===== config.mk =====
export PLATFORM = sky130hd
export DESIGN_NAME = gpio_edge_irq
export DESIGN_NICKNAME = d
export VERILOG_FILES = /design/src/rtl/gpio_edge_irq.sv
export SDC_FILE = /design/constraint.sdc
export NUM_CORES = 1
export LEC_CHECK = 0
export ABC_AREA = 1
export BUFFER_PORTS_ARGS = -buffer_cell sky130_fd_sc_hd__buf_2
export CELL_PAD_IN_SITES_DETAIL_PLACEMENT = 2
export CELL_PAD_IN_SITES_GLOBAL_PLACEMENT = 2
export CORE_ASPECT_RATIO = 1.25
export CORE_MARGIN = 5
export CORE_UTILIZATION = 38
export CTS_BUF_LIST = sky130_fd_sc_hd__clkbuf_8
export DETAILED_ROUTE_END_ITERATION = 12
export PLACE_DENSITY = 0.89
export SLEW_MARGIN = 20
export SYNTH_ARGS = -nofsm -noshare
export SYNTH_HDL_FRONTEND = slang
export SYNTH_SLANG_ARGS = --single-unit

===== constraint.sdc =====
create_clock -name clk -period 1.2 [get_ports clk]
set_input_delay 0.06 -clock clk [delete_from_list [all_inputs] [get_ports clk]]
set_output_delay 0.06 -clock clk [all_outputs]
set_load 0.01 [all_outputs]

===== src/rtl/gpio_edge_irq.sv =====
module gpio_edge_irq #(
  parameter int NPINS = 28,
  parameter int NDEDI = 11,
  parameter int DW    = 32,
  parameter int AW    = 2
) (
  input  logic             clk,
  input  logic             rst_n,
  input  logic [NPINS-1:0] pins_in,
  input  logic [AW-1:0]    reg_addr,
  input  logic             reg_wr,
  input  logic [DW-1:0]    reg_wdata,
  output logic [DW-1:0]    reg_rdata,
  output logic [NDEDI-1:0] irq_pin,
  output logic             irq_shared
);
  localparam logic [AW-1:0] A_RISE = AW'(0);
  localparam logic [AW-1:0] A_FALL = AW'(1);
  localparam logic [AW-1:0] A_STAT = AW'(2);

  logic [NPINS-1:0] sync1, sync2, prev;
  logic [NPINS-1:0] rise_en, fall_en, status;
  logic [NPINS-1:0] hit, clr;

  assign hit = (sync2 & ~prev & rise_en) | (~sync2 & prev & fall_en);
  assign clr = (reg_wr && reg_addr == A_STAT) ? reg_wdata[NPINS-1:0] : '0;

  always_ff @(posedge clk or negedge rst_n) begin
    if (!rst_n) begin
      sync1   <= '0;
      sync2   <= '0;
      prev    <= '0;
      rise_en <= '0;
      fall_en <= '0;
      status  <= '0;
    end else begin
      sync1  <= pins_in;
      sync2  <= sync1;
      prev   <= sync2;
      status <= (status & ~clr) | hit;
      if (reg_wr && reg_addr == A_RISE) rise_en <= reg_wdata[NPINS-1:0];
      if (reg_wr && reg_addr == A_FALL) fall_en <= reg_wdata[NPINS-1:0];
    end
  end

  always_comb begin
    reg_rdata = '0;
    case (reg_addr)
      A_RISE:  reg_rdata[NPINS-1:0] = rise_en;
      A_FALL:  reg_rdata[NPINS-1:0] = fall_en;
      A_STAT:  reg_rdata[NPINS-1:0] = status;
      default: reg_rdata = '0;
    endcase
  end

  assign irq_pin    = status[NDEDI-1:0];
  assign irq_shared = |status[NPINS-1:NDEDI];

  p_clear_r4: assert property (@(posedge clk) disable iff (!rst_n)
    ((status & ~$past(status)) & ~$past(hit)) == '0 &&
    ((~status & $past(status)) & ~$past(clr)) == '0);

  p_edge_wins_r10: assert property (@(posedge clk) disable iff (!rst_n)
    (($past(hit) & $past(clr)) & ~status) == '0);

  p_masked_r8: assert property (@(posedge clk) disable iff (!rst_n)
    ((status & ~$past(status)) & ~($past(rise_en) | $past(fall_en))) == '0);

  p_full_clear_r5: assert property (@(posedge clk) disable iff (!rst_n)
    (reg_wr && reg_addr == A_STAT && reg_wdata[NPINS-1:0] == '1 && hit == '0)
    |=> status == '0);
endmodule


==> impl_metrics.toml, run 1 <==
[synth]
yosys_warnings = 0
synth_cell_types = 13
yosysSeqAreaShare_pct = 64.68
synthCells = 710
yosysTopAreaCellShare_pct = 64.68
synth.area.top_cells = "dfrtp_1 (65%), nand2_1 (15%), nor2_1 (5.5%)"
yosys.area.top_type = "dfrtp_1"
synth_edf_count = 0
ys_top_cells_by_count = "nand2_1 (258), dfrtp_1 (168), nor2_1 (96)"
syn_area_per_cell_um2 = 9.155
synth.most_common_cell = "nand2_1"
synthArstFlopShare_pct = 100.0
ys.flop_type = "dfrtp_1"
synthesis.area_um2 = 6500
synth-seq-cells = 168

[sta]
fin_crit_sh_pct = 138.7
setup_viol = 38
whs_ps = 15.27
fin_setup_tns_ps = -6258
max_freq_ghz = 0.6009
rsz0062_at_grt = "true"
final_hold_viol_count = 0
clock_skew_ps = 17.03
layout_setup_ws_ps = -464.1
slew_violations = 0
period_minus_slack_ps = 1664

[floorplan]
core-area_um2 = 16840
die_x_um = 127.0
initial_core_util_pct = 38.59
dieArea_um2 = 19840
ios = 109
die_y_um = 156.2
row_count = 53

[placement]
place_ws_ps = 90.52
hpwl_mm = 14.36
dp.cells = 1016
gp_congestion = 0.8106
port_buffers = 100

[drt]
firstDrtPassIters = 6
drc = 0
vias_per_cell = 5.678
wl_per_cell_um = 32.35
wirelength_mm = 38.24
via_count = 6711
detail_route.iter0.violations = 537
drtAntennaViolNets = 0

[job]
max-cap-violations = 0

[setup_path]
arrival_ps = 1600
crit_type = "flip-flop to primary output"
worstPathMaxFanout = 3
cp-start-kind = "flip-flop"
critPathRequiredTime_ps = 1140
endpoint_kind = "primary output"

[global_route]
grt-ovfl-total = 0
grt_max_degree = 41
grt_pass1_wl_mm = 46.82
grt_pass1_vias = 7639
antenna_found_initial = 2
track_usage_pct = 32.07

[outcome]
status = "complete, but fails checks"
failed_checks = "setup timing"

[clocking]
clock_sinks = 168
cts.clk_slew.worst_paths_ps = 100
cts_root_buffer = "clkbuf_8"
cts_buffer_depth = 2
numCtsBuffers = 17
clock_latency_ps = 500
cts_tree = "built"
htreeDepth = 4

[power_and_ir_drop]
finalPower_mw = 16.03
powerDensity_nw_per_um2 = 1692
leakagePower_nw = 4.731
ir_drop_uv = 1025

[cells_and_area]
fin_cells = 1182
num-nets-final = 1014
fillCellCount = 1707
layout-area-overhead-vs-synth_pct = 45.77
final_layout_size_suffix_gt1_share_pct = 31.35

[worst_hold_path]
hold_class = "input pin to async pin"
-- layout make-up --
cell class	instances	area (um2)	share of cell area, %
clock buffers	20	275.3	2.905
well taps	220	275.3	2.905
flip-flops and latches	168	4208	44.41
diodes	2	5.005	0.05282
clock inverters	10	176.4	1.862
inverters	31	116.4	1.228
multi-input cells	472	2243	23.68
repair buffers	259	2176	22.96
-- registers in the layout, indices dropped and copies added (netlist names) --
signal	flops
rise_en	28
sync1	28
prev	28
fall_en	28
status	28
sync2	28
-- worst max-delay path: stages, from the launching register on --
cell and delay [ps]:
dfrtp_1 460, nor2_2 190, nand3_2 120, nor2_4 110, nand2_2 90, buf_6 130
-- layout by cell type, fill, tap and decap left out --
master,instances
o21ai_0,12
buf_6,49
buf_4,79
nor2_1,87
clkbuf_8,20
nand3_2,22
inv_1,33
dlygate4sd3_1,57
clkinv_4,1
nand2_1,225
o21ai_1,44
buf_12,6
dfrtp_2,3
conb_1,4
buf_2,68
bufinv_16,5
dfrtp_1,165
nor2_2,3
nand2_2,25
nor2_4,7
nand3_1,32
nand3_4,3
clkinv_2,2
diode_2,2
nand2_4,8
-- logic make-up after synthesis --
logic type / count (synthesis) / synth area share, %
flops: 168 / 64.68
buf+inv: 73 / 6.025
other cells: 1 / 0.05769
simple gates: 412 / 24.93
compound gates: 56 / 4.312
-- worst paths after layout --
path	slack, ps	to	cells after the start	from
max reg2reg	-90	status[7]$_DFF_PN0_	6	rise_en[7]$_DFFE_PN0P_
max	-460	irq_shared	5	status[20]$_DFF_PN0_
min	20	status[8]$_DFF_PN0_	2	rst_n
min in group clk	170	status[12]$_DFF_PN0_	5	reg_wr
max in group asynchronous	550	prev[23]$_DFF_PN0_	3	rst_n
min reg2reg	350	sync2[4]$_DFF_PN0_	0	sync1[4]$_DFF_PN0_
-- stage by stage --
stage / area [um2] / utilization, %
floorplan: 6511 / -
global placement: 7306 / 43.37
detailed placement: 7306 / 43.37
CTS: 8990 / 53.37
global route: 9475 / 56.25
finish: 9475 / 56.25
-- per-layer routing --
metal  wire length [um]  vias up  GRT usage (%)
li1                   -     2670              -
met1              13140     3494          33.66
met2              20470      364          59.56
met3               1772      183          6.589
met4               2862        0          17.53
met5                  0        -              0
-- power by group --
part           internal [mW]  switching (mW)  leakage (nW)  total [mW]
clock                   2.61            2.43         0.237        5.04
sequential              6.31           0.774          1.96        7.08
combinational           1.73            2.19          2.53        3.91
total                   10.6            5.40          4.73        16.0
-- what timing repair did --
action | CTS | global route
hold endpoints to repair | 280 | 0
setup endpoints to repair | 29 | 36
resized for setup | 65 | 68
setup buffers | 52 | 30
pin swaps | 27 | 21
hold buffers | 57 | 0
(Power assumes the default switching activity.)
==> inputs of run 2 (changes only) <==
- SKIP_LAST_GASP: unset -> 1
==> run 2 against run 1 <==
Compared with the run above:
- clock power increased by 2%
- routed wire length is 6.5% higher
- first-iteration DRC count grew 14%
- the run still ends with setup timing left
- global-route usage down 1.4 points
- highest routed layer unchanged
- maximum frequency is 5.2% lower
- sequential cell count stayed put
- sequential share of layout area up 0.30 points
- largest power group unchanged
- count of clock-buffer cells in the layout is the same
==> impl_metrics.toml, run 2 (synthesis results as in run 1) <==
[outcome]
status = "complete, but fails checks"
failed_checks = "setup timing"

[clocking]
cts_tree = "built"
clock_sinks = 168
clock_latency_ps = 510
cts_buffer_depth = 2
numCtsBuffers = 17
cts_root_buffer = "clkbuf_8"
htreeDepth = 4
cts.clk_slew.worst_paths_ps = 120

[sta]
clock_skew_ps = 29.84
fin_crit_sh_pct = 146.2
fin_setup_tns_ps = -7396
rsz0062_at_grt = "true"
final_hold_viol_count = 0
layout_setup_ws_ps = -554.5
slew_violations = 0
period_minus_slack_ps = 1755
tightest_slew_ps = 488.6
whs_ps = 15.65
setup_viol = 48
max_freq_ghz = 0.5700
slew-limit-headroom_pct = 67.09

[placement]
gp_congestion = 0.8106
dp.cells = 1016
place_ws_ps = 90.52
port_buffers = 100
hpwl_mm = 14.36
post_dp_cell_area_um2 = 7306

[drt]
via_count = 6945
firstDrtPassIters = 5
wl_per_cell_um = 34.35
detail_route.iter0.violations = 614
wirelength_mm = 40.74
drtAntennaViolNets = 0
drc = 0
vias_per_cell = 5.856

[global_route]
antenna_found_initial = 2
grt-ovfl-total = 0
track_usage_pct = 30.69
grt_pass1_wl_mm = 45.00
grt_max_degree = 41
grt_pass1_vias = 7256

[floorplan]
initial_core_util_pct = 38.59
ios = 109
dieArea_um2 = 19840
row_count = 53
die_x_um = 127.0
core-area_um2 = 16840
die_y_um = 156.2

[cells_and_area]
mostFrequentLayoutCell = "nand2_1"
mostFrequentLayoutCells = "nand2_1 (228), dfrtp_1 (165), nor2_1 (88)"
layout-area-overhead-vs-synth_pct = 44.81
seqCellArea_um2 = 4208
design_area_um2 = 9413
final_layout_size_suffix_gt1_share_pct = 30.91
fin_cells = 1186
fin_util_pct = 55.88
multiInputGateArea_um2 = 2183
num-nets-final = 1018
fillCellCount = 1715

[setup_path]
worstPathMaxFanout = 3
r2r-end = "status[5]$_DFF_PN0_"
cp-start-kind = "flip-flop"
rrSetupSlack_ps = -180
endpoint_kind = "primary output"
r2r_start = "rise_en[5]$_DFFE_PN0P_"
arrival_ps = 1690
reg2reg_depth = 6
crit_type = "flip-flop to primary output"
critPathRequiredTime_ps = 1140

[power_and_ir_drop]
ir_drop_uv = 944.3
finalPower_mw = 16.17
powerDensity_nw_per_um2 = 1718
leakagePower_nw = 4.727

[worst_hold_path]
hold_class = "input pin to async pin"

[job]
max-cap-violations = 0
run 2: final cells by class:
type                            count  share of cell area (%)
Tap cell                          220                   2.924
Inverter                           31                   1.236
Timing Repair Buffer              263                   23.09
Clock buffer                       20                   2.924
Clock inverter                     10                   1.874
Multi-Input combinational cell    472                   23.20
Sequential cell                   168                   44.70
Antenna cell                        2                 0.05317
run 2: timing repair:
action | in CTS | in global routing
hold buffers | 57 | 0
hold endpoints to repair | 280 | 0
pin swaps | 21 | 18
gates resized for setup | 38 | 76
buffers inserted | 52 | 34
setup endpoints to repair | 29 | 35
run 2: power by group:
group	switching, mW	internal (mW)
Combinational	2.25	1.70
Sequential	0.784	6.31
Clock	2.52	2.61
run 2: worst max-delay path, stage by stage, from the launching register on:
cell and delay [ps]:
dfrtp_1 440, nor2_1 200, nand2_1 140, nor2_2 160, nand2_2 90, buf_2 150
run 2: how the worst max path moves through the flow:
stage | slack [ps] | startpoint | cells past startpoint | end
floorplan | 430 | reg_addr[1] | 6 | rise_en[5]$_DFFE_PN0P_
global placement | 110 | status[14]$_DFF_PN0_ | 5 | irq_shared
detailed placement | 90 | reg_addr[1] | 7 | reg_rdata[1]
CTS | -370 | status[14]$_DFF_PN0_ | 5 | irq_shared
global route | -550 | status[20]$_DFF_PN0_ | 5 | irq_shared
finish | -550 | status[26]$_DFF_PN0_ | 5 | irq_shared
run 2: metal layers:
metal,track usage (%),up-vias,routed length [um]
li1,-,2679,-
met1,33.16,3560,13570
met2,56.23,491,21500
met3,5.463,215,2149
met4,17.42,0,3511
met5,0,-,0
